===== src/rtl/rtc_tick_irq.sv =====
module rtc_tick_irq #(
  parameter int PRE_W     = 15,
  parameter int SEC_PHASE = 3,
  parameter int ADJ_W     = 8
) (
  input  logic             clk,
  input  logic             rst_n,
  input  logic             tick_en,
  input  logic             mode_wr,
  input  logic [2:0]       mode_wdata,
  input  logic             sec_wr,
  input  logic             flag_wr,
  input  logic             flag_wdata,
  input  logic             min_edge,
  input  logic             hour_edge,
  input  logic             month_edge,
  input  logic             adj_stb,
  input  logic [ADJ_W-1:0] adj_delta,
  output logic             irq_n,
  output logic             flag,
  output logic             sec_inc
);
  localparam logic [PRE_W-1:0] FIRE_CNT = PRE_W'(SEC_PHASE - 1);
  localparam logic [PRE_W-1:0] LOAD_CNT = PRE_W'(SEC_PHASE);
  localparam logic [PRE_W-1:0] ADJ_CNT  = PRE_W'(1) << (PRE_W - 3);

  logic [2:0]       mode_q;
  logic [PRE_W-1:0] pre_q;
  logic [ADJ_W-1:0] adj_q;
  logic             adj_pend_q;
  logic             flag_q;
  logic             inc_q;
  logic             event_hit;

  wire fire      = tick_en && !sec_wr && (pre_q == FIRE_CNT);
  wire adj_apply = tick_en && !sec_wr && adj_pend_q && (pre_q == ADJ_CNT);
  wire set_flag  = fire && mode_q[2] && event_hit;
  wire clr_flag  = flag_wr && !flag_wdata;

  wire [PRE_W-1:0] adj_ext = {{(PRE_W-ADJ_W){adj_q[ADJ_W-1]}}, adj_q};
  wire [PRE_W-1:0] step    = adj_apply ? PRE_W'(1) + adj_ext : PRE_W'(1);

  always_comb begin
    case (mode_q[1:0])
      2'd0:    event_hit = 1'b1;
      2'd1:    event_hit = min_edge;
      2'd2:    event_hit = hour_edge;
      default: event_hit = month_edge;
    endcase
  end

  always_comb begin
    case (mode_q)
      3'b000:  irq_n = 1'b1;
      3'b001:  irq_n = 1'b0;
      3'b010:  irq_n = pre_q[PRE_W-2];
      3'b011:  irq_n = pre_q[PRE_W-1];
      default: irq_n = !flag_q;
    endcase
  end

  always_ff @(posedge clk or negedge rst_n) begin
    if (!rst_n) begin
      mode_q     <= 3'b000;
      pre_q      <= '0;
      adj_q      <= '0;
      adj_pend_q <= 1'b0;
      flag_q     <= 1'b0;
      inc_q      <= 1'b0;
    end else begin
      if (mode_wr) mode_q <= mode_wdata;
      if (sec_wr) pre_q <= LOAD_CNT;
      else if (tick_en) pre_q <= pre_q + step;
      if (adj_stb) begin
        adj_q      <= adj_delta;
        adj_pend_q <= 1'b1;
      end else if (adj_apply) begin
        adj_pend_q <= 1'b0;
      end
      if (set_flag) flag_q <= 1'b1;
      else if (clr_flag) flag_q <= 1'b0;
      inc_q <= fire;
    end
  end

  assign flag    = flag_q;
  assign sec_inc = inc_q;

  AST_INC_SINGLE: assert property (@(posedge clk) disable iff (!rst_n)
    sec_inc |=> !sec_inc);
  AST_PULSE_INC_LOW: assert property (@(posedge clk) disable iff (!rst_n)
    (mode_q == 3'b011) && sec_inc |-> !irq_n);
  AST_LEVEL_FALL_INC: assert property (@(posedge clk) disable iff (!rst_n)
    mode_q[2] && $stable(mode_q) && $fell(irq_n) |-> sec_inc);
  AST_FLAG_RISE_INC: assert property (@(posedge clk) disable iff (!rst_n)
    $rose(flag) |-> sec_inc);
  AST_FLAG_HOLD: assert property (@(posedge clk) disable iff (!rst_n)
    flag && !(flag_wr && !flag_wdata) |=> flag);
  AST_SECWR_NO_INC: assert property (@(posedge clk) disable iff (!rst_n)
    sec_wr |=> !sec_inc);
endmodule


===== config.mk =====
export PLATFORM = sky130hd
export DESIGN_NAME = rtc_tick_irq
export DESIGN_NICKNAME = d
export VERILOG_FILES = /design/src/rtl/rtc_tick_irq.sv
export SDC_FILE = /design/constraint.sdc
export NUM_CORES = 1
export LEC_CHECK = 0
export ABC_AREA = 1
export BUFFER_PORTS_ARGS = -buffer_cell sky130_fd_sc_hd__clkbuf_2
export CORE_ASPECT_RATIO = 0.7
export CORE_UTILIZATION = 58
export DETAILED_ROUTE_END_ITERATION = 12
export GPL_ROUTABILITY_DRIVEN = 0
export PLACE_DENSITY_LB_ADDON = 0.05
export SLEW_MARGIN = 15
export SYNTH_ARGS = -nofsm -noshare
export SYNTH_HDL_FRONTEND = slang
export SYNTH_SLANG_ARGS = --single-unit

===== constraint.sdc =====
create_clock -name clk -period 3.15 [get_ports clk]
set_clock_uncertainty 0.2 [all_clocks]
set_input_delay 0.4725 -clock clk [delete_from_list [all_inputs] [get_ports clk]]
set_output_delay 0.4725 -clock clk [all_outputs]
set_load 0.02 [all_outputs]

; After elaboration in Yosys (flattened, before gate mapping)
; Index checks and enable logic that the tools add are counted.
[totals]
input_bits = 22
out_inout_bits = 3
wordCells = 39
regBits = 29
[classes]
muxes = 9
n_addsub = 2
n_reduce_logical = 15
eq_ne = 7
[ops]
columns = operator, count
row1 = $mux W15, 3
row2 = $add A15 B15 Y15, 1
row3 = $eq A15 B13 Y1 const B, 1
row4 = $eq A15 B2 Y1 const B, 1
row5 = $add A2 B8 Y9 const A, 1
row6 = $logic_and A1 B1 Y1, 7
row7 = $eq A3 B2 Y1 const B, 2
row8 = $reduce_bool A2 Y1, 3
row9 = $mux W1, 4
row10 = $pmux W1 S4, 1
row11 = $eq A3 B1 Y1 const B, 1
row12 = $logic_not A1 Y1, 3
row13 = $logic_not A3 Y1, 1
row14 = $pmux W1 S3, 1
row15 = $eq A2 B1 Y1 const B, 1
row16 = $eq A2 B2 Y1 const B, 1
row17 = $logic_not A2 Y1, 1

; Logic depth before layout (Yosys ltp)
[depth]
ltp_word = 8
mapped_depth = 23
mapped_depth_nobuf = 23

; Least setup slack after synthesis
; Ideal clock, no wire load.
[synth_timing]
path_kind = reg2reg
start = reg pre_q[9]
end = reg pre_q[14]
required_ns = 2.832
path_slack_ns = 0.398
setup_time_ns = 0.118
stages_incl_launch_ff = 22
path_buffers = 0
arrival_ns = 2.433
cell_sequence = dfrtp_1 > nor2_1 > nand3_1 > nor2_2 > nand2_1 > inv_1 > nand2_1 > inv_2 > nand2_1 > fa_1 > nor2_1 > o21ai_1 > nand2_1 > inv_1 > o21ai_1 > nand2_1 > inv_1 > nand2_1 > nand2_1 > nand2_1 > nand3_1 > nand2_1
[synth_between]
elab_chain_len = 6
[synth_rtl]
columns = element, line
row1 = from (decl), 28  ; logic [PRE_W-1:0] pre_q;
row2 = from (signal assigned), 73  ; else if (tick_en) pre_q <= pre_q + step;
row3 = $eq A15 B13 Y1, 36  ; wire adj_apply = tick_en && !sec_wr && adj_pend_q && (pre_q == ADJ_CNT);
row4 = $logic_and A1 B1 Y1, 36
row5 = $mux W15, 41  ; wire [PRE_W-1:0] step = adj_apply ? PRE_W'(1) + adj_ext : PRE_W'(1);
row6 = $add A15 B15 Y15 (*), 73
row7 = $mux W15 (*), 73
row8 = $mux W15 (*), 72  ; if (sec_wr) pre_q <= LOAD_CNT;
; Mark *: on every way between the ends. The rest lies on a longest branch, timed or not. The select of a mux whose other input is x is not followed.
; A chain may end at the register's enable or synchronous reset.

; Worst setup path after layout
[layout_timing]
start = reg pre_q[9]
end = reg pre_q[13]
; Same word-level chain as after synthesis.

==> flow_metrics.env <==
export IMPL_grt_pass1_vias=1684
export IMPL_grtUsageTotal=0.2732
export IMPL_p_per_area_nw_per_um2=369.0
export IMPL_h_tree_depth=2
export IMPL_dp_cells=335
export IMPL_cts_buffer_depth=2
export IMPL_ff2ff_path_depth=20
export IMPL_ys_flop_type="dfrtp_1"
export IMPL_start_util=0.6137
export IMPL_synth_edf_count=0
export IMPL_mostFrequentLayoutCell="nand2_1"
export IMPL_slew_headroom=0.5243
export IMPL_drt_total_wl_um=4340
export IMPL_cap_violations=0
export IMPL_dr_total_vias=1828
export IMPL_fp_row_count=17
export IMPL_first_pass_iters=4
export IMPL_clock_latency_ps=290
export IMPL_cts_root_buffer="clkbuf_8"
export IMPL_worstPathMaxFanout=7
export IMPL_finalMaxSlewViolations=0
export IMPL_r2r_start="pre_q[9]$_DFFE_PN0P_"
export IMPL_worst_slew_pin_slew_ps=713.6
export IMPL_stdcell_count=343
export IMPL_antenna_cells=0
export IMPL_cts_sinks=29
export IMPL_die_area_um2=3616
export IMPL_wl_per_cell_um=12.65
export IMPL_synthTopCellsByArea="dfrtp_1 (37%), nand2_1 (13%), inv_1 (8.4%)"
export IMPL_layout_common_cells="nand2_1 (66), inv_1 (43), dfrtp_1 (29), clkbuf_2 (24), o21ai_0 (21)"
export IMPL_yosys_warnings=0
export IMPL_ios=25
export IMPL_chipWidth_um=71.45
export IMPL_syn_num_nets=304
export IMPL_reg2reg_to="pre_q[13]$_DFFE_PN0P_"
export IMPL_core_area_um2=3191
export IMPL_peakVddDrop_v=0.0003224
export IMPL_path_class="reg -> reg"
export IMPL_antenna_found_initial=0
export IMPL_outcome="finished clean"
export IMPL_grt_pass1_wl_um=7362
export IMPL_clk_pin_slew_ps=60
export IMPL_fmax_mhz=336.5
export IMPL_remaining_drc_errors=0
export IMPL_drive_gt1_frac=0.2098
export IMPL_nFillCells=259
export IMPL_syn_avg_cell_area_um2=7.226
export IMPL_drtAntennaViolNets=0
export IMPL_ys_seq_area_frac=0.3706
export IMPL_hold_viol=0
export IMPL_syn_area_um2=1958
export IMPL_dr_first_iter_drc_count=209
export IMPL_p_leak_nw=1.208
export IMPL_yosys_register_bits=29
export IMPL_fin_crit_ps=2972
export IMPL_vias_per_cell=5.329
export IMPL_period_share=0.9435
export IMPL_hold_path_class="in -> async"
export IMPL_endpoint_kind="register"
export IMPL_arrival_ps=2950
export IMPL_dpl_hpwl_um=3272
export IMPL_rsz0062_at_grt="yes"
export IMPL_synth_top_area_cell="dfrtp_1"
export IMPL_cp_required_ps=3130
export IMPL_ys_types=36
export IMPL_syn_to_final_growth_pct=15.85
export IMPL_numCtsBuffers=5
export IMPL_portBuffers=24
export IMPL_die_y_um=50.62
export IMPL_tritoncts="built"
export IMPL_synth_top_cell_area_share=0.3706
export IMPL_cts_hold_buf=0
export IMPL_nNetsFinal=338
export IMPL_overflow=0
export IMPL_grt_max_degree=30
export IMPL_worst_setup_path_start_kind="register"
export IMPL_ys_async_sr_fraction=1.000
export IMPL_synthCells=271
export IMPL_final_core_util=0.7110
export IMPL_ff2ff_setup_slack_ps=180
export IMPL_setup_viol=0
[synth_stat cells, drive strengths merged, types with 2 or more instances]
master	count
nand2	74
inv	49
dfrtp	29
o21ai	28
nor2	20
nand3	18
a21oi	14
ha	10
nor3	7
nand4	3
clkinv	2
nor3b	2
o22ai	2
[through the flow]
step	setup slack [ps]	cell area [µm²]	hold WS [ps]	setup TNS, ps	total power, mW
3_5_place_dp	151.0	2145	278.0	0	0.5261
6_report	177.9	2268	24.59	0	0.8371
2_1_floorplan	398.2	1958	-23.09	0	0.4801
4_1_cts	125.5	2231	61.43	0	0.8342
5_1_grt	-67.20	2268	102.2	-82.75	0.8766
3_3_place_gp	203.4	2145	280.2	0	0.5235
[kinds of logic after synthesis]
kind of cell | Yosys count | synth area share
DFF | 29 | 0.3706
adders and majority gates | 11 | 0.07412
buffers and inverters | 52 | 0.09968
xor gates and xnor gates | 1 | 0.004474
AOI/OAI and AO/OA | 53 | 0.1534
and+or+nand+nor | 125 | 0.2978
[critical path, cell delays in order (launching register included)]
cell and delay (ps):
dfrtp_1 370, nor2_1 110, nand3_1 90, nor2_2 200
nand2_1 90, inv_1 60, nand2_1 70, buf_4 170
nor3b_2 160, ha_1 270, buf_4 140, nand3_1 70
nand2_1 100, nand4_1 110, nand2_1 110, nand3_2 100
nand2_2 80, nand2_1 110, nand3_1 90, nand3_1 80
nand2_1 50
[report_power, final]
part           total [mW]  internal (mW)  switching [mW]
registers           0.406          0.391          0.0146
clock network       0.311          0.173           0.139
logic               0.120         0.0445          0.0754
total               0.837          0.608           0.229
[final cells by class]
cell class / instances / area (µm²) / area share
clock buffer: 7 / 86.33 / 0.03806
inverter: 51 / 191.4 / 0.08439
multi-input combinational: 190 / 1067 / 0.4705
sequential: 29 / 725.7 / 0.3199
tap: 38 / 47.55 / 0.02096
timing repair buffer: 28 / 150.1 / 0.06619
[flip-flops by register name, summed over array words and instances (netlist names)]
register,count
sec_inc,1
mode_q,3
flag,1
pre_q,15
adj_pend_q,1
adj_q,8
[what timing repair did]
| item | 4_1_cts | 5_1_grt |
|---|---|---|
| hold endpoints to repair | 0 | 0 |
| resized for setup | 0 | 10 |
| setup endpoints to repair | 0 | 5 |
| buffers inserted | 0 | 1 |
[metal layers]
layer  up-vias  global-route usage  routed length (µm)
met5         -                   0                   0
met4         0              0.1233                  64
met3         9             0.07028                 358
met2        76              0.3778                1790
met1       799              0.3977                2127
li1        944                   -                   -
[worst max-delay path by stage]
stage                               from                    end  slack (ps)  cells after the start
floorplan           pre_q[9]$_DFFE_PN0P_  pre_q[14]$_DFFE_PN0P_         400                     21
global placement    pre_q[9]$_DFFE_PN0P_  pre_q[14]$_DFFE_PN0P_         200                     21
detailed placement  pre_q[9]$_DFFE_PN0P_  pre_q[14]$_DFFE_PN0P_         150                     21
CTS                 pre_q[9]$_DFFE_PN0P_  pre_q[14]$_DFFE_PN0P_         130                     21
global route        pre_q[2]$_DFFE_PN0P_  pre_q[14]$_DFFE_PN0P_         -70                     22
finish              pre_q[9]$_DFFE_PN0P_  pre_q[13]$_DFFE_PN0P_         180                     20
Note: power is estimated with default switching activity, not from simulation.
